===== src/rtl/erp_pkg.sv =====
package erp_pkg;

   localparam int unsigned REC_BYTES = 16;
   localparam int unsigned FLD_W     = 4;

   typedef enum logic [FLD_W-1:0] {
      CMP_OK  = 4'd1,
      CMP_ERR = 4'd4
   } cmp_status_e;

   typedef struct packed {
      logic [FLD_W-1:0] code;
      logic [FLD_W-1:0] info;
   } cmp_t;

endpackage


===== src/rtl/erp_ofs_step.sv =====
module erp_ofs_step #(
   parameter int unsigned OFS_W = 16,
   parameter int unsigned STEP  = 16
) (
   input  logic [OFS_W-1:0] cur,
   input  logic [OFS_W-1:0] len,
   output logic [OFS_W-1:0] nxt
);
   localparam int unsigned SUM_W = OFS_W + 1;

   logic [SUM_W-1:0] sum;
   logic [SUM_W-1:0] wrapped;

   always_comb begin
      sum     = {1'b0, cur} + SUM_W'(STEP);
      wrapped = sum - {1'b0, len};
      nxt     = (sum >= {1'b0, len}) ? wrapped[OFS_W-1:0] : sum[OFS_W-1:0];
   end
endmodule


===== src/rtl/erp_rec_pack.sv =====
module erp_rec_pack
   import erp_pkg::*;
#(
   parameter int unsigned REC_W  = 128,
   parameter int unsigned WORD_W = 32
) (
   input  cmp_t             cmp,
   output logic [REC_W-1:0] rec
);
   localparam int unsigned N_WORDS = REC_W / WORD_W;
   localparam int unsigned LOW_W   = WORD_W - 2 * FLD_W;

   if (REC_W % WORD_W != 0) begin : g_bad_word
      $error("record width must be whole words");
   end

   for (genvar w = 0; w < N_WORDS; w++) begin : g_word
      if (w == 0) begin : g_head
         assign rec[WORD_W-1:0] = {cmp.code, cmp.info, {LOW_W{1'b0}}};
      end else begin : g_zero
         assign rec[w*WORD_W +: WORD_W] = '0;
      end
   end
endmodule


===== src/rtl/erp_db_track.sv =====
module erp_db_track #(
   parameter int unsigned OFS_W     = 16,
   parameter int unsigned ALIGN_LOG = 4
) (
   input  logic             clk,
   input  logic             rst_n,
   input  logic             db_valid,
   input  logic [OFS_W-1:0] db_offset,
   input  logic [OFS_W-1:0] ring_len,
   output logic [OFS_W-1:0] rd_q,
   output logic [OFS_W-1:0] rd_d
);
   logic db_ok;

   always_comb begin
      db_ok = db_valid && (db_offset[ALIGN_LOG-1:0] == '0) && (db_offset < ring_len);
      rd_d  = db_ok ? db_offset : rd_q;
   end

   always_ff @(posedge clk) begin
      if (!rst_n) rd_q <= '0;
      else        rd_q <= rd_d;
   end


   db_reject_chk: assert property (@(posedge clk) disable iff (!rst_n)
      (db_valid && db_offset[ALIGN_LOG-1:0] != '0) |=> $stable(rd_q));


   db_align_chk: assert property (@(posedge clk) disable iff (!rst_n)
      rd_q[ALIGN_LOG-1:0] == '0);
endmodule


===== src/rtl/evt_ring_producer.sv =====
module evt_ring_producer
   import erp_pkg::*;
#(
   parameter int unsigned OFS_W = 16,
   parameter int unsigned REC_W = 128
) (
   input  logic             clk,
   input  logic             rst_n,
   input  logic             cmp_valid,
   input  logic [3:0]       cmp_code,
   input  logic [3:0]       cmp_info,
   input  logic [OFS_W-1:0] ring_len,
   input  logic             db_valid,
   input  logic [OFS_W-1:0] db_offset,
   output logic             ring_full,
   output logic             rec_we,
   output logic [OFS_W-1:0] rec_offset,
   output logic [REC_W-1:0] rec_data,
   output logic [OFS_W-1:0] wr_offset,
   output logic             eob_irq
);
   localparam int unsigned ALIGN_LOG = $clog2(REC_BYTES);

   if (REC_W != REC_BYTES * 8) begin : g_bad_rec
      $error("record width must match the record size");
   end
   if (OFS_W <= ALIGN_LOG) begin : g_bad_ofs
      $error("offset width too small");
   end

   logic [OFS_W-1:0] wr_q, wr_nxt, rd_q, rd_d;
   logic [REC_W-1:0] rec_fmt;
   logic             accept;
   cmp_t             cmp;

   assign cmp = '{code: cmp_code, info: cmp_info};

   erp_ofs_step #(.OFS_W(OFS_W), .STEP(REC_BYTES)) u_step (
      .cur(wr_q), .len(ring_len), .nxt(wr_nxt));

   erp_rec_pack #(.REC_W(REC_W)) u_pack (.cmp(cmp), .rec(rec_fmt));

   erp_db_track #(.OFS_W(OFS_W), .ALIGN_LOG(ALIGN_LOG)) u_db (
      .clk(clk), .rst_n(rst_n), .db_valid(db_valid), .db_offset(db_offset),
      .ring_len(ring_len), .rd_q(rd_q), .rd_d(rd_d));

   always_comb begin
      ring_full = (wr_nxt == rd_q);
      accept    = cmp_valid && !ring_full;
   end

   always_ff @(posedge clk) begin
      if (!rst_n) begin
         wr_q       <= '0;
         rec_we     <= 1'b0;
         rec_offset <= '0;
         rec_data   <= '0;
         eob_irq    <= 1'b0;
      end else begin
         rec_we  <= accept;
         eob_irq <= accept && (wr_nxt != rd_d);
         if (accept) begin
            wr_q       <= wr_nxt;
            rec_offset <= wr_q;
            rec_data   <= rec_fmt;
         end
      end
   end

   assign wr_offset = wr_q;


   stall_drop_chk: assert property (@(posedge clk) disable iff (!rst_n)
      (cmp_valid && ring_full) |=> (!rec_we && $stable(wr_offset)));


   rec_pos_chk: assert property (@(posedge clk) disable iff (!rst_n)
      (cmp_valid && !ring_full) |=> (rec_we && rec_offset == $past(wr_offset)));


   eob_with_rec_chk: assert property (@(posedge clk) disable iff (!rst_n)
      eob_irq |-> rec_we);


   wr_aligned_chk: assert property (@(posedge clk) disable iff (!rst_n)
      wr_offset[ALIGN_LOG-1:0] == '0);


   rec_zero_chk: assert property (@(posedge clk) disable iff (!rst_n)
      rec_we |-> (rec_data[REC_W-1:32] == '0 && rec_data[23:0] == '0));
endmodule


===== config.mk =====
export PLATFORM = sky130hd
export DESIGN_NAME = evt_ring_producer
export DESIGN_NICKNAME = d
export VERILOG_FILES = /design/src/rtl/erp_pkg.sv /design/src/rtl/erp_ofs_step.sv /design/src/rtl/erp_rec_pack.sv /design/src/rtl/erp_db_track.sv /design/src/rtl/evt_ring_producer.sv
export SDC_FILE = /design/constraint.sdc
export NUM_CORES = 1
export LEC_CHECK = 0
export BUFFER_PORTS_ARGS = -buffer_cell sky130_fd_sc_hd__buf_2
export CAP_MARGIN = 20
export CORE_MARGIN = 4
export CORE_UTILIZATION = 52
export CTS_BUF_LIST = sky130_fd_sc_hd__clkbuf_4
export DETAILED_ROUTE_END_ITERATION = 8
export PLACE_DENSITY = 0.84
export RECOVER_POWER = 50
export SLEW_MARGIN = 20
export SYNTH_ARGS = -nofsm -noshare
export SYNTH_HDL_FRONTEND = slang
export SYNTH_SLANG_ARGS = --single-unit

===== constraint.sdc =====
create_clock -name clk -period 4.5 [get_ports clk]
set_input_delay 0.225 -clock clk [delete_from_list [all_inputs] [get_ports clk]]
set_output_delay 0.225 -clock clk [all_outputs]
set_load 0.02 [all_outputs]

---- After elaboration in Yosys (flattened, before gate mapping) ----
Cells that the tools add are included.
cells by class
  add/sub/neg operators ................... 2
  $mul .................................... 0
  divide/modulo/power cells ............... 0
  magnitude comparators ................... 2
  eq/ne operators ......................... 2
  shift operators ......................... 0
  muxes and demuxes ....................... 2
  bitwise logic cells ..................... 0
  reductions and logical operators ........ 6
operators with widths
  kind                                                              number
  16-bit 2-to-1 mux                                                 2
  16-bit by 5-bit adder with 17-bit output (second input constant)  1
  17-bit by 16-bit greater-or-equal comparator with 1-bit output    1
  16-bit equality test                                              1
  16-bit less-than comparator                                       1
  16-bit inequality test                                            1
  16-bit subtractor                                                 1
  1-bit logical AND                                                 4
  4-bit logical NOT                                                 1
  1-bit logical NOT                                                 1
storage, ports and cells
  register bits ........................... 58
  latch bits .............................. 0
  RAM bits ................................ 0
  bits in read-only memories .............. 0
  input port bits ......................... 44
  output and inout bits ................... 163
  word-level logic and storage cells ...... 20
  memories kept ........................... 0

---- Logic depth before layout (Yosys ltp) ----
Gate-level depths: netlist (run 1).
  word-level depth ........................ 7
  gate-level depth with buffers ........... 19
  gate-level depth less buffers ........... 16

---- Modules after synthesis ----
Synthesis (run 1) repeated with hierarchy kept, for this count alone.
unflattened totals
  cells, all modules ...................... 1,169
  area, all modules ....................... 10,187.3 µm²
modules (own cells, without submodules)
  module             times used  cells an instance  area each (µm²)  sequential area each (µm²)
  evt_ring_producer  1           723                6,626.4          3,243.1
  erp_ofs_step       1           184                1,403.8          0.0
  erp_db_track       1           133                1,192.4          320.3
  erp_rec_pack       1           129                964.7            0.0

---- Worst setup path after synthesis (run 1) ----
OpenSTA, ideal clock, no wires.
  kind .................................... flip-flop to output port
  start point ............................. register wr_q[4] (netlist: wr_offset[4])
  end point ............................... output port ring_full
  arrival time ............................ 3.951 ns
  required time ........................... 4.275 ns
  setup slack ............................. 0.324 ns
  stages on the path, launching flop included .. 18
  buffers on the path ..................... 1
  path through ............................ dfxtp_1 > ha_1 > nand3_1 > nor2_1 > nand2_1 > xnor2_1 > ha_1 > clkbuf_1 > a21oi_1 > o22ai_1 > o21ai_0 > nand2_1 > nor2_1 > o21ai_1 > a2111o_1 > a21oi_1 > nand4bb_1 > a221oi_1
on the way
  longest elaborated chain between the ends .. 4
  elaborated cells on any way between the ends .. 5
  classes of those cells .................. add/sub (2); order compare (1); eq/ne (1); mux (1)
RTL lines
  item                                                                                                        RTL line                                RTL
  start: declaration                                                                                          evt_ring_producer.sv:31                 logic [OFS_W-1:0] wr_q, wr_nxt, rd_q, rd_d;
  start signal: assignment                                                                                    evt_ring_producer.sv:63                 wr_q <= wr_nxt;
  16-bit by 5-bit adder with 17-bit output *                                                                  erp_ofs_step.sv:15                      sum = {1'b0, cur} + SUM_W'(STEP);
  16-bit subtractor / 17-bit by 16-bit greater-or-equal comparator with 1-bit output (equally long branches)  erp_ofs_step.sv:16, erp_ofs_step.sv:17
  16-bit 2-to-1 mux *                                                                                         erp_ofs_step.sv:17                      nxt = (sum >= {1'b0, len}) ? wrapped[OFS_W-1:0] : sum[OFS_W-1:0];
  16-bit equality test *                                                                                      evt_ring_producer.sv:48                 ring_full = (wr_nxt == rd_q);
  end: declaration                                                                                            evt_ring_producer.sv:15                 output logic ring_full,
Mark *: on every way between the ends. The rest lies on a longest branch, timed or not.

---- Final worst setup path (run 1) ----
  start point ............................. register wr_q[11] (netlist: wr_offset[11])
  end point ............................... output port ring_full
Same word-level chain as after synthesis.

==> results of run 1 <==
layer usage:
metal,up-vias,global-route usage [%]
met3,45,3.64
met2,264,38.9
met4,0,5.70
met1,2367,29.4
li1,2400,-
met5,-,0
final timing paths:
kind                      start  cells after the start           end
hold reg to reg    rec_data[25]                      2  rec_data[25]
hold / removal      cmp_code[3]                      3  rec_data[31]
setup / recovery  wr_offset[11]                     15     ring_full
setup reg to reg   wr_offset[4]                     18  wr_offset[0]
cell families after synthesis:
| kind of cell | synth area share [%] |
|---|---|
| adder cells (fa/ha/maj) | 7.80 |
| buffers and inverters | 21.9 |
| AO/OA/AOI/OAI | 18.5 |
| other | 0.0696 |
| multiplexers | 3.60 |
| flip-flops | 21.5 |
| XOR/XNOR | 9.82 |
| AND/OR/NAND/NOR | 16.8 |
cell type report:
class | count | area, µm² | share of cell area (%)
Timing Repair Buffer | 146 | 876 | 14.3
Antenna cell | 1 | 2.50 | 0.0407
Sequential cell | 58 | 1180 | 19.1
Clock inverter | 7 | 36.3 | 0.591
Clock buffer | 9 | 67.6 | 1.10
Tap cell | 133 | 166 | 2.71
Inverter | 33 | 124 | 2.02
Multi-Input combinational cell | 563 | 3690 | 60.1
critical path, stage by stage, from the launching register on:
cell       delay, ns
dfxtp_2         0.43
nand3_1         0.17
nor3_2          0.30
xnor2_1         0.24
ha_2            0.40
a21o_1          0.23
o21ai_1         0.19
nand2_1         0.12
nor2_2          0.17
buf_4           0.17
o21ai_1         0.16
a2111o_1        0.44
a21oi_1         0.14
nand4bb_1       0.15
a221oi_2        0.26
buf_4           0.20
flip-flops by register name, indices dropped and copies added (netlist names):
name	cells
u_db.rd_q	16
rec_data	8
wr_offset	16
eob_irq	1
rec_offset	16
rec_we	1
repair_timing:
item                                    in CTS  in global routing
hold endpoints to repair                     0                  0
endpoints found under the setup margin       1                 42
pin swaps                                    3                  9
resized for setup                            8                 38
buffers inserted                             2                  5
power breakdown:
| group | switching [µW] | total, µW | leakage (µW) | internal, µW |
|---|---|---|---|---|
| registers | 26.6 | 566 | 0.000476 | 539 |
| clock network | 193 | 299 | 0.0000542 | 106 |
| logic | 488 | 796 | 0.00242 | 308 |
| total | 708 | 1660 | 0.00295 | 953 |
metrics by stage:
step                power (µW)  hold WS (ns)
floorplan                 1170         0.361
global placement          1310         0.439
detailed placement        1320         0.445
CTS                       1620        0.0517
global route              1760        0.0546
finish                    1660        0.0726
layout by cell type (no fill, tap or decap), types with 3 or more instances in the layout:
master and n:
and3_1 6, and4_1 3, nor2_1 38, nand4_1 10, o21a_1 3, buf_2 59
mux2_2 3, inv_1 33, conb_1 120, dfxtp_4 3, xnor3_1 3, nor3_1 10
nor2_2 4, ha_4 3, dfxtp_2 3, clkinv_1 3, xnor2_2 3, buf_4 59
clkbuf_4 9, xor2_1 16, ha_1 27, o2111ai_1 6, nor2b_1 5, mux2i_1 16
o21ai_1 3, a211oi_1 9, a21o_1 11, a211oi_2 6, clkbuf_1 26, nor4_1 3
dfxtp_1 52, a21oi_1 41, o21ai_0 28, xnor2_1 29, nand2_1 68, nand3_1 20
==> qor.yml, run 1 <==
worst_setup_path:
  cp-start-kind: "flip-flop"
  r2r_setup_slack_ns: 0.25
  worstPathArrival_ns: 4.16
  path_class: "flip-flop to output port"
  crit_required_ns: 4.28
  cp_max_fo: 7
  cp-end-kind: "output port"
clock_tree:
  cts.htree.levels: 3
  cts_buffers: 9
  root_buffer: "clkbuf_4"
  cts_tree: "done"
  cts_buffer_depth: 2
  clock_latency_ns: 0.39
  clkTransAtPathRegs_ns: 0.10
  cts_num_sinks: 58
  cts_hold_buf: 0
global_routing:
  grt_max_degree: 31
  overflow: 0
  track_usage_pct: 22.6
  grt_pass1_wl_mm: 21.7
  antenna_found_initial: 0
  grt_pass1_vias: 4533
final_layout:
  fin_cells: 950
  final_area_um2: 6140
  finalCoreUtilization_pct: 61.7
  drive_gt1_share_pct: 22.4
  nNetsFinal: 888
  syn2layout_area_growth_pct: 14.0
  fillers: 912
pwr:
  p_leak_uw: 0.00295
  powerDensity_nw_per_um2: 270
  peakVddDrop_mv: 0.197
sta:
  worst_slack_ns: 0.114
  setup_tns_ns: 0
  period_share_pct: 97.5
  min_period_ns: 4.39
  fin_worst_skew_ns: 0.0165
  slew_violations: 0
  relSlewSlack_pct: 47.5
  worst_pin_slew_ns: 0.787
  finalHoldViolCount: 0
  clock.fmax_ghz: 0.228
  setup_viol: 0
placement:
  dpl.cell_count: 926
  place_ws_ns: 0.0973
  numPortBuffers: 86
  place_area_um2: 5820
  place_congestion: 0.912
  dp_hpwl_mm: 11.6
die:
  core.rowCount: 36
  die_h_um: 110
  die_area_um2: 12100
  die_w_um: 110
  io-pin-count: 207
  coreArea_um2: 9950
  initial_utilization_pct: 54.1
route:
  wl_met2_mm: 7.30
  top_layer_used: "met4"
  via_per_inst: 5.34
  route.detailed.drc: 0
  postRouteAntennaNets: 0
  routedWlPerCell_um: 15.6
  drt_wl_total_mm: 14.8
  drt-initial-drc-count: 400
  drt-met1-wl_mm: 5.88
  dr_wl_met3_mm: 1.24
  via_count: 5076
  drtPass1Iterations: 5
synthesis:
  synth_cells: 687
  ys_seq_elements: 58
  yosysWarnings: 0
  synth_edf_count: 0
  synth.area.top_cells: "dfxtp_1, buf_4, ha_1, xnor2_1, nand2_1"
  synth_area_um2: 5390
  yosysSeqAreaShare_pct: 21.5
  synth_top_area_share_pct: 21.5
  async_flop_share_pct: 0
  yosys.cell_count.top_type: "buf_4"
  synth_common_cells: "buf_4, nand2_1, dfxtp_1"
  yosys_most_used_dff: "dfxtp_1"
  ys_types: 71
  avgSynthCellArea_um2: 7.85
  synth_top_area_cell: "dfxtp_1"
min_path:
  hold_path.class: "input pin to flip-flop"
job:
  drv_cap: 0
run_status:
  status: "completed"
No activity file was read; power rests on OpenSTA's default activity.
==> run 2, diff against run 1 <==
- PLACE_DENSITY: 0.84 -> default
- PLACE_DENSITY_LB_ADDON: default -> 0.15
==> run 2 against run 1 <==
Critical path depth fell by 1. Worst hold slack got worse by 0.017 ns. Utilization fell by 0.48 points. Worst setup slack improved by 0.095 ns. Power increased by 3.1%. Flip-flop and latch count stayed put. Clock skew fell by 0.0034 ns. Cell count decreased by 1.8%. Global-route usage up 1.2 points. Clock-buffer cell count increased by 1. Via count shrank 5.2%. Sequential power is essentially flat.
==> qor.yml, run 2 (same netlist as run 1, synthesis figures left out) <==
clock_tree:
  cts_tree: "done"  # unchanged
  cts_num_sinks: 58  # unchanged
  clock_latency_ns: 0.41  # was 0.39 ns
  cts_buffer_depth: 2  # unchanged
  cts.htree.levels: 3  # unchanged
  clkTransAtPathRegs_ns: 0.10  # about the same
  cts_buffers: 9  # unchanged
  root_buffer: "clkbuf_4"  # unchanged
sta:
  finalHoldViolCount: 0  # unchanged
  slew_violations: 0  # unchanged
  worst_pin_slew_ns: 1.02  # was 0.787 ns
  min_period_ns: 4.29  # was 4.39 ns
  setup_viol: 0  # unchanged
  period_share_pct: 95.4  # was 97.5%
  clock.fmax_ghz: 0.233  # was 0.228 GHz
  relSlewSlack_pct: 31.9  # was 47.5%
  worst_slack_ns: 0.209  # was 0.114 ns
  fin_worst_skew_ns: 0.0131  # was 0.0165 ns
min_path:
  hold_start: "cmp_code[2]"  # was cmp_code[3]
  hold_depth: 3  # unchanged
  hold_path.class: "input pin to flip-flop"  # unchanged
  min_to: "rec_data[30]"  # was rec_data[31]
worst_setup_path:
  reg2reg_depth: 16  # was 18
  reg2reg_from: "wr_offset[13]"  # was wr_offset[4]
  r2r-end: "wr_offset[1]"  # was wr_offset[0]
  path_class: "flip-flop to output port"  # unchanged
  cp-start-kind: "flip-flop"  # unchanged
  r2r_setup_slack_ns: 0.27  # was 0.25 ns
  cp-end-kind: "output port"  # unchanged
  crit_required_ns: 4.28  # about the same
  worstPathArrival_ns: 4.07  # was 4.16 ns
  cp_max_fo: 8  # was 7
final_layout:
  finalCoreUtilization_pct: 61.2  # was 61.7%
  antennaDiodeCount: 0  # was 1
  final_area_um2: 6100  # was 6140 µm²
  most-common-layout-cells: "conb_1, nand2_1, buf_2, dfxtp_1, buf_4"  # was conb_1, nand2_1, buf_2, buf_4, dfxtp_1
  nNetsFinal: 872  # was 888
  syn2layout_area_growth_pct: 13.1  # was 14.0%
  drive_gt1_share_pct: 21.4  # was 22.4%
  layout.cells.most_common: "conb_1"  # unchanged
  ff_latch_area_um2: 1170  # was 1180 µm²
  multi_input_area_um2: 3760  # was 3690 µm²
  fillers: 968  # was 912
die:
  initial_utilization_pct: 54.1  # unchanged
  die_h_um: 110  # unchanged
  coreArea_um2: 9950  # unchanged
  die_w_um: 110  # unchanged
  die_area_um2: 12100  # unchanged
  io-pin-count: 207  # unchanged
  core.rowCount: 36  # unchanged
placement:
  place_congestion: 0.911  # was 0.912
  place_area_um2: 5700  # was 5820 µm²
  place_ws_ns: -0.177  # was 0.0973 ns
  numPortBuffers: 86  # unchanged
  dp_hpwl_mm: 12.0  # was 11.6 mm
route:
  via_count: 4811  # was 5076
  route.detailed.drc: 0  # unchanged
  postRouteAntennaNets: 0  # unchanged
  drt-initial-drc-count: 278  # was 400
  drt_wl_total_mm: 14.9  # was 14.8 mm
  drtPass1Iterations: 5  # unchanged
  via_per_inst: 5.16  # was 5.34
  routedWlPerCell_um: 16.0  # was 15.6 µm
global_routing:
  grt_pass1_vias: 4498  # was 4533
  overflow: 0  # unchanged
  grt_pass1_wl_mm: 22.5  # was 21.7 mm
  antenna_found_initial: 0  # unchanged
  track_usage_pct: 23.9  # was 22.6%
  grt_max_degree: 25  # was 31
pwr:
  peakVddDrop_mv: 0.163  # was 0.197 mV
  finalPower_uw: 1710  # was 1660 µW
  p_leak_uw: 0.00291  # was 0.00295 µW
  powerDensity_nw_per_um2: 281  # was 270 nW/µm²
job:
  drv_cap: 0  # unchanged
run_status:
  status: "completed"  # unchanged
run 2: per-stage QoR:
stage,hold WS [ns],setup TNS (ns),std cells
floorplan,0.361,0,806
global placement,0.441,-1.68,913
detailed placement,0.445,-3.45,913
CTS,0.0368,-0.0358,929
global route,0.0159,-0.132,933
finish,0.0560,0,933
run 2: what timing repair did:
| item | CTS | global route |
|---|---|---|
| resized for setup | 9 | 45 |
| endpoints found under the setup margin | 40 | 42 |
| pin swaps | 2 | 12 |
| buffers inserted | 0 | 4 |
| hold buffers | 0 | 0 |
run 2: layout make-up:
class,count,share of cell area (%)
Multi-Input combinational cell,563,61.7
Sequential cell,58,19.2
Timing Repair Buffer,130,12.2
Tap cell,133,2.73
Inverter,33,2.03
Clock buffer,10,1.23
Clock inverter,6,0.944
run 2: critical path, cell delays in order (launching register included):
cell,delay [ns]
dfxtp_1,0.45
nand3_1,0.22
nor4_4,0.37
xnor2_2,0.20
inv_1,0.08
ha_2,0.38
nand3_2,0.13
a211o_1,0.34
buf_4,0.18
a222oi_1,0.40
a211oi_2,0.15
nor3_1,0.19
nand4bb_1,0.14
a221oi_2,0.24
buf_4,0.19
run 2: per-layer routing:
layer	share of wire (%)	vias up	global-route usage, %
li1	-	2370	-
met1	42	2259	30.3
met2	51	169	42.0
met3	5.7	13	4.58
met4	1.0	0	4.63
met5	0	-	0
run 2: power by group:
group | leakage (µW) | switching, µW | internal (µW)
Sequential | 0.000475 | 26.8 | 539
Clock | 0.0000675 | 202 | 171
Combinational | 0.00237 | 481 | 293
Total | 0.00291 | 709 | 1000
run 2: how the worst max path moves through the flow:
stage / slack (ns) / endpoint / startpoint
2_1_floorplan: 0.32 / ring_full / wr_offset[4]
3_3_place_gp: -0.08 / rec_data[29] / wr_offset[4]
3_5_place_dp: -0.18 / rec_data[29] / wr_offset[4]
4_1_cts: -0.04 / ring_full / wr_offset[4]
5_1_grt: -0.08 / ring_full / wr_offset[4]
6_report: 0.21 / ring_full / wr_offset[13]
==> run 3, diff against run 2 <==
--- a/config.mk
+++ b/config.mk
@@ -7,3 +7,3 @@
 export LEC_CHECK = 0
-export BUFFER_PORTS_ARGS = -buffer_cell sky130_fd_sc_hd__buf_2
+export BUFFER_PORTS_ARGS = -buffer_cell sky130_fd_sc_hd__buf_4
 export CAP_MARGIN = 20
--- a/constraint.sdc
+++ b/constraint.sdc
@@ -3,2 +3,2 @@
 set_output_delay 0.225 -clock clk [all_outputs]
-set_load 0.02 [all_outputs]
+set_load 0.1 [all_outputs]
==> run 3 against run 2 <==
Power grew 36%. Largest cell class unchanged. Utilization rose by 5.0 points. Cell count is 2.6% higher.
==> qor.yml, run 3 (same netlist as run 1, synthesis figures left out) <==
placement:
  place_area_um2: 6110  # was 5700 µm²
  numPortBuffers: 86  # unchanged
  place_congestion: 0.977  # was 0.911
  dp_hpwl_mm: 12.7  # was 12.0 mm
worst_setup_path:
  crit_path_start: "wr_offset[4]"  # was wr_offset[13]
  r2r_setup_slack_ns: 0.28  # was 0.27 ns
  cp-start-kind: "flip-flop"  # unchanged
  cp_max_fo: 8  # unchanged
  reg2reg_from: "wr_offset[4]"  # was wr_offset[13]
  cp-end-kind: "output port"  # unchanged
  reg2reg_depth: 17  # was 16
  r2r-end: "rec_data[24]"  # was wr_offset[1]
  path_class: "flip-flop to output port"  # unchanged
  worstPathArrival_ns: 4.19  # was 4.07 ns
  crit_required_ns: 4.28  # about the same
global_routing:
  track_usage_pct: 25.1  # was 23.9%
  grt_max_degree: 28  # was 25
  overflow: 0  # unchanged
  grt_pass1_wl_mm: 23.3  # was 22.5 mm
  antenna_found_initial: 0  # unchanged
  grt_pass1_vias: 4591  # was 4498
sta:
  slew_violations: 0  # unchanged
  hold_ws_ns: 0.0412  # was 0.0560 ns
  worst_pin_slew_ns: 1.35  # was 1.02 ns
  relSlewSlack_pct: 9.72  # was 31.9%
  clock.fmax_ghz: 0.226  # was 0.233 GHz
  setup_viol: 0  # unchanged
  finalHoldViolCount: 0  # unchanged
  fin_worst_skew_ns: 0.0206  # was 0.0131 ns
  min_period_ns: 4.42  # was 4.29 ns
  period_share_pct: 98.1  # was 95.4%
route:
  drtPass1Iterations: 5  # unchanged
  via_count: 4977  # was 4811
  drt-initial-drc-count: 223  # was 278
  postRouteAntennaNets: 0  # unchanged
  drt_wl_total_mm: 15.9  # was 14.9 mm
  routedWlPerCell_um: 16.6  # was 16.0 µm
  route.detailed.drc: 0  # unchanged
  via_per_inst: 5.20  # was 5.16
die:
  io-pin-count: 207  # unchanged
  core.rowCount: 36  # unchanged
  coreArea_um2: 9950  # unchanged
  die_w_um: 110  # unchanged
  die_area_um2: 12100  # unchanged
  die_h_um: 110  # unchanged
  initial_utilization_pct: 54.1  # unchanged
clock_tree:
  cts_tree: "done"  # unchanged
  clock_latency_ns: 0.42  # was 0.41 ns
  clkTransAtPathRegs_ns: 0.12  # was 0.10 ns
  root_buffer: "clkbuf_4"  # unchanged
  cts_buffer_depth: 2  # unchanged
  cts_hold_buf: 0  # unchanged
  cts_num_sinks: 58  # unchanged
  cts.htree.levels: 3  # unchanged
  cts_buffers: 9  # unchanged
final_layout:
  fillers: 930  # was 968
  nNetsFinal: 896  # was 872
  syn2layout_area_growth_pct: 22.3  # was 13.1%
  final_area_um2: 6590  # was 6100 µm²
  layout.cells.most_common: "conb_1"  # unchanged
  antennaDiodeCount: 0  # unchanged
  most-common-layout-cells: "conb_1, buf_4, nand2_1, dfxtp_1, clkbuf_1"  # was conb_1, nand2_1, buf_2, dfxtp_1, buf_4
  drive_gt1_share_pct: 25.5  # was 21.4%
min_path:
  hold_start: "cmp_code[2]"  # unchanged
  hold_path.class: "input pin to flip-flop"  # unchanged
  min_to: "rec_data[30]"  # unchanged
  hold_depth: 3  # unchanged
pwr:
  powerDensity_nw_per_um2: 353  # was 281 nW/µm²
  p_leak_uw: 0.00305  # was 0.00291 µW
  peakVddDrop_mv: 0.293  # was 0.163 mV
run_status:
  status: "completed"  # unchanged
job:
  drv_cap: 0  # unchanged
## run 3: cell types whose count changed in the layout (fill, tap and decap cells not counted), moves of 3 or more
cell | before | now
dfxtp_4 | 1 | 7
clkbuf_1 | 27 | 43
ha_4 | 5 | 9
a21oi_1 | 41 | 35
buf_12 | 0 | 3
ha_1 | 25 | 21
dfxtp_1 | 53 | 47
buf_2 | 58 | 0
buf_4 | 42 | 106
a21oi_2 | 2 | 8
## run 3: through the flow
| stage | std cells | setup TNS [ns] | util [%] | power [µW] | setup slack (ns) |
|---|---|---|---|---|---|
| 2_1_floorplan | 806 | 0 | - | 1660 | 0.0376 |
| 3_3_place_gp | 928 | 0 | 61.4 | 1850 | 0.0359 |
| 3_5_place_dp | 928 | -0.840 | 61.4 | 1860 | -0.0621 |
| 4_1_cts | 948 | 0 | 65.0 | 2300 | 0.00456 |
| 5_1_grt | 957 | -0.00106 | 66.2 | 2440 | -0.00106 |
| 6_report | 957 | 0 | 66.2 | 2330 | 0.0843 |
## run 3: where the power goes
| part | total, µW | switching [µW] | internal [µW] |
|---|---|---|---|
| sequential | 571 | 31.4 | 540 |
| clock | 400 | 226 | 174 |
| combinational | 1360 | 1000 | 355 |
| total | 2330 | 1260 | 1070 |
## run 3: how the worst max path moves through the flow
| stage | to | slack [ns] |
|---|---|---|
| finish | ring_full | 0.08 |
| global route | ring_full | -0.001 |
| CTS | ring_full | 0.005 |
| detailed placement | wr_offset[11] | -0.06 |
| global placement | wr_offset[15] | 0.04 |
| floorplan | ring_full | 0.04 |
## run 3: repair_timing
| action | CTS | global route |
|---|---|---|
| endpoints found under the setup margin | 41 | 43 |
| gates resized for setup | 33 | 42 |
| buffers inserted | 4 | 10 |
| pin swaps | 10 | 17 |
## run 3: cell type report
class / instances / area (µm²) / share of cell area [%]
Timing Repair Buffer: 154 / 1040 / 15.7
Inverter: 33 / 124 / 1.88
Tap cell: 133 / 166 / 2.52
Clock buffer: 9 / 67.6 / 1.02
Multi-Input combinational cell: 563 / 3930 / 59.6
Sequential cell: 58 / 1190 / 18.1
Clock inverter: 7 / 77.6 / 1.18
## run 3: critical path: stages, from the launching register on
cell and delay, ns:
dfxtp_4 0.39, nand4_1 0.09, buf_4 0.17, nor2_2 0.13, buf_4 0.14, xor2_2 0.25, ha_4 0.27, a21o_1 0.18
a21o_1 0.19, a41o_1 0.23, or4_4 0.43, and4_1 0.20, or3_4 0.39, buf_4 0.15, a221oi_4 0.32, buf_12 0.22
## run 3: layer usage
layer	up-vias	wire length, µm	track usage (%)
met1	2339	6470	31.1
met4	0	366	8.46
met5	-	0	0
met2	191	8130	44.1
li1	2420	-	-
met3	27	917	3.88
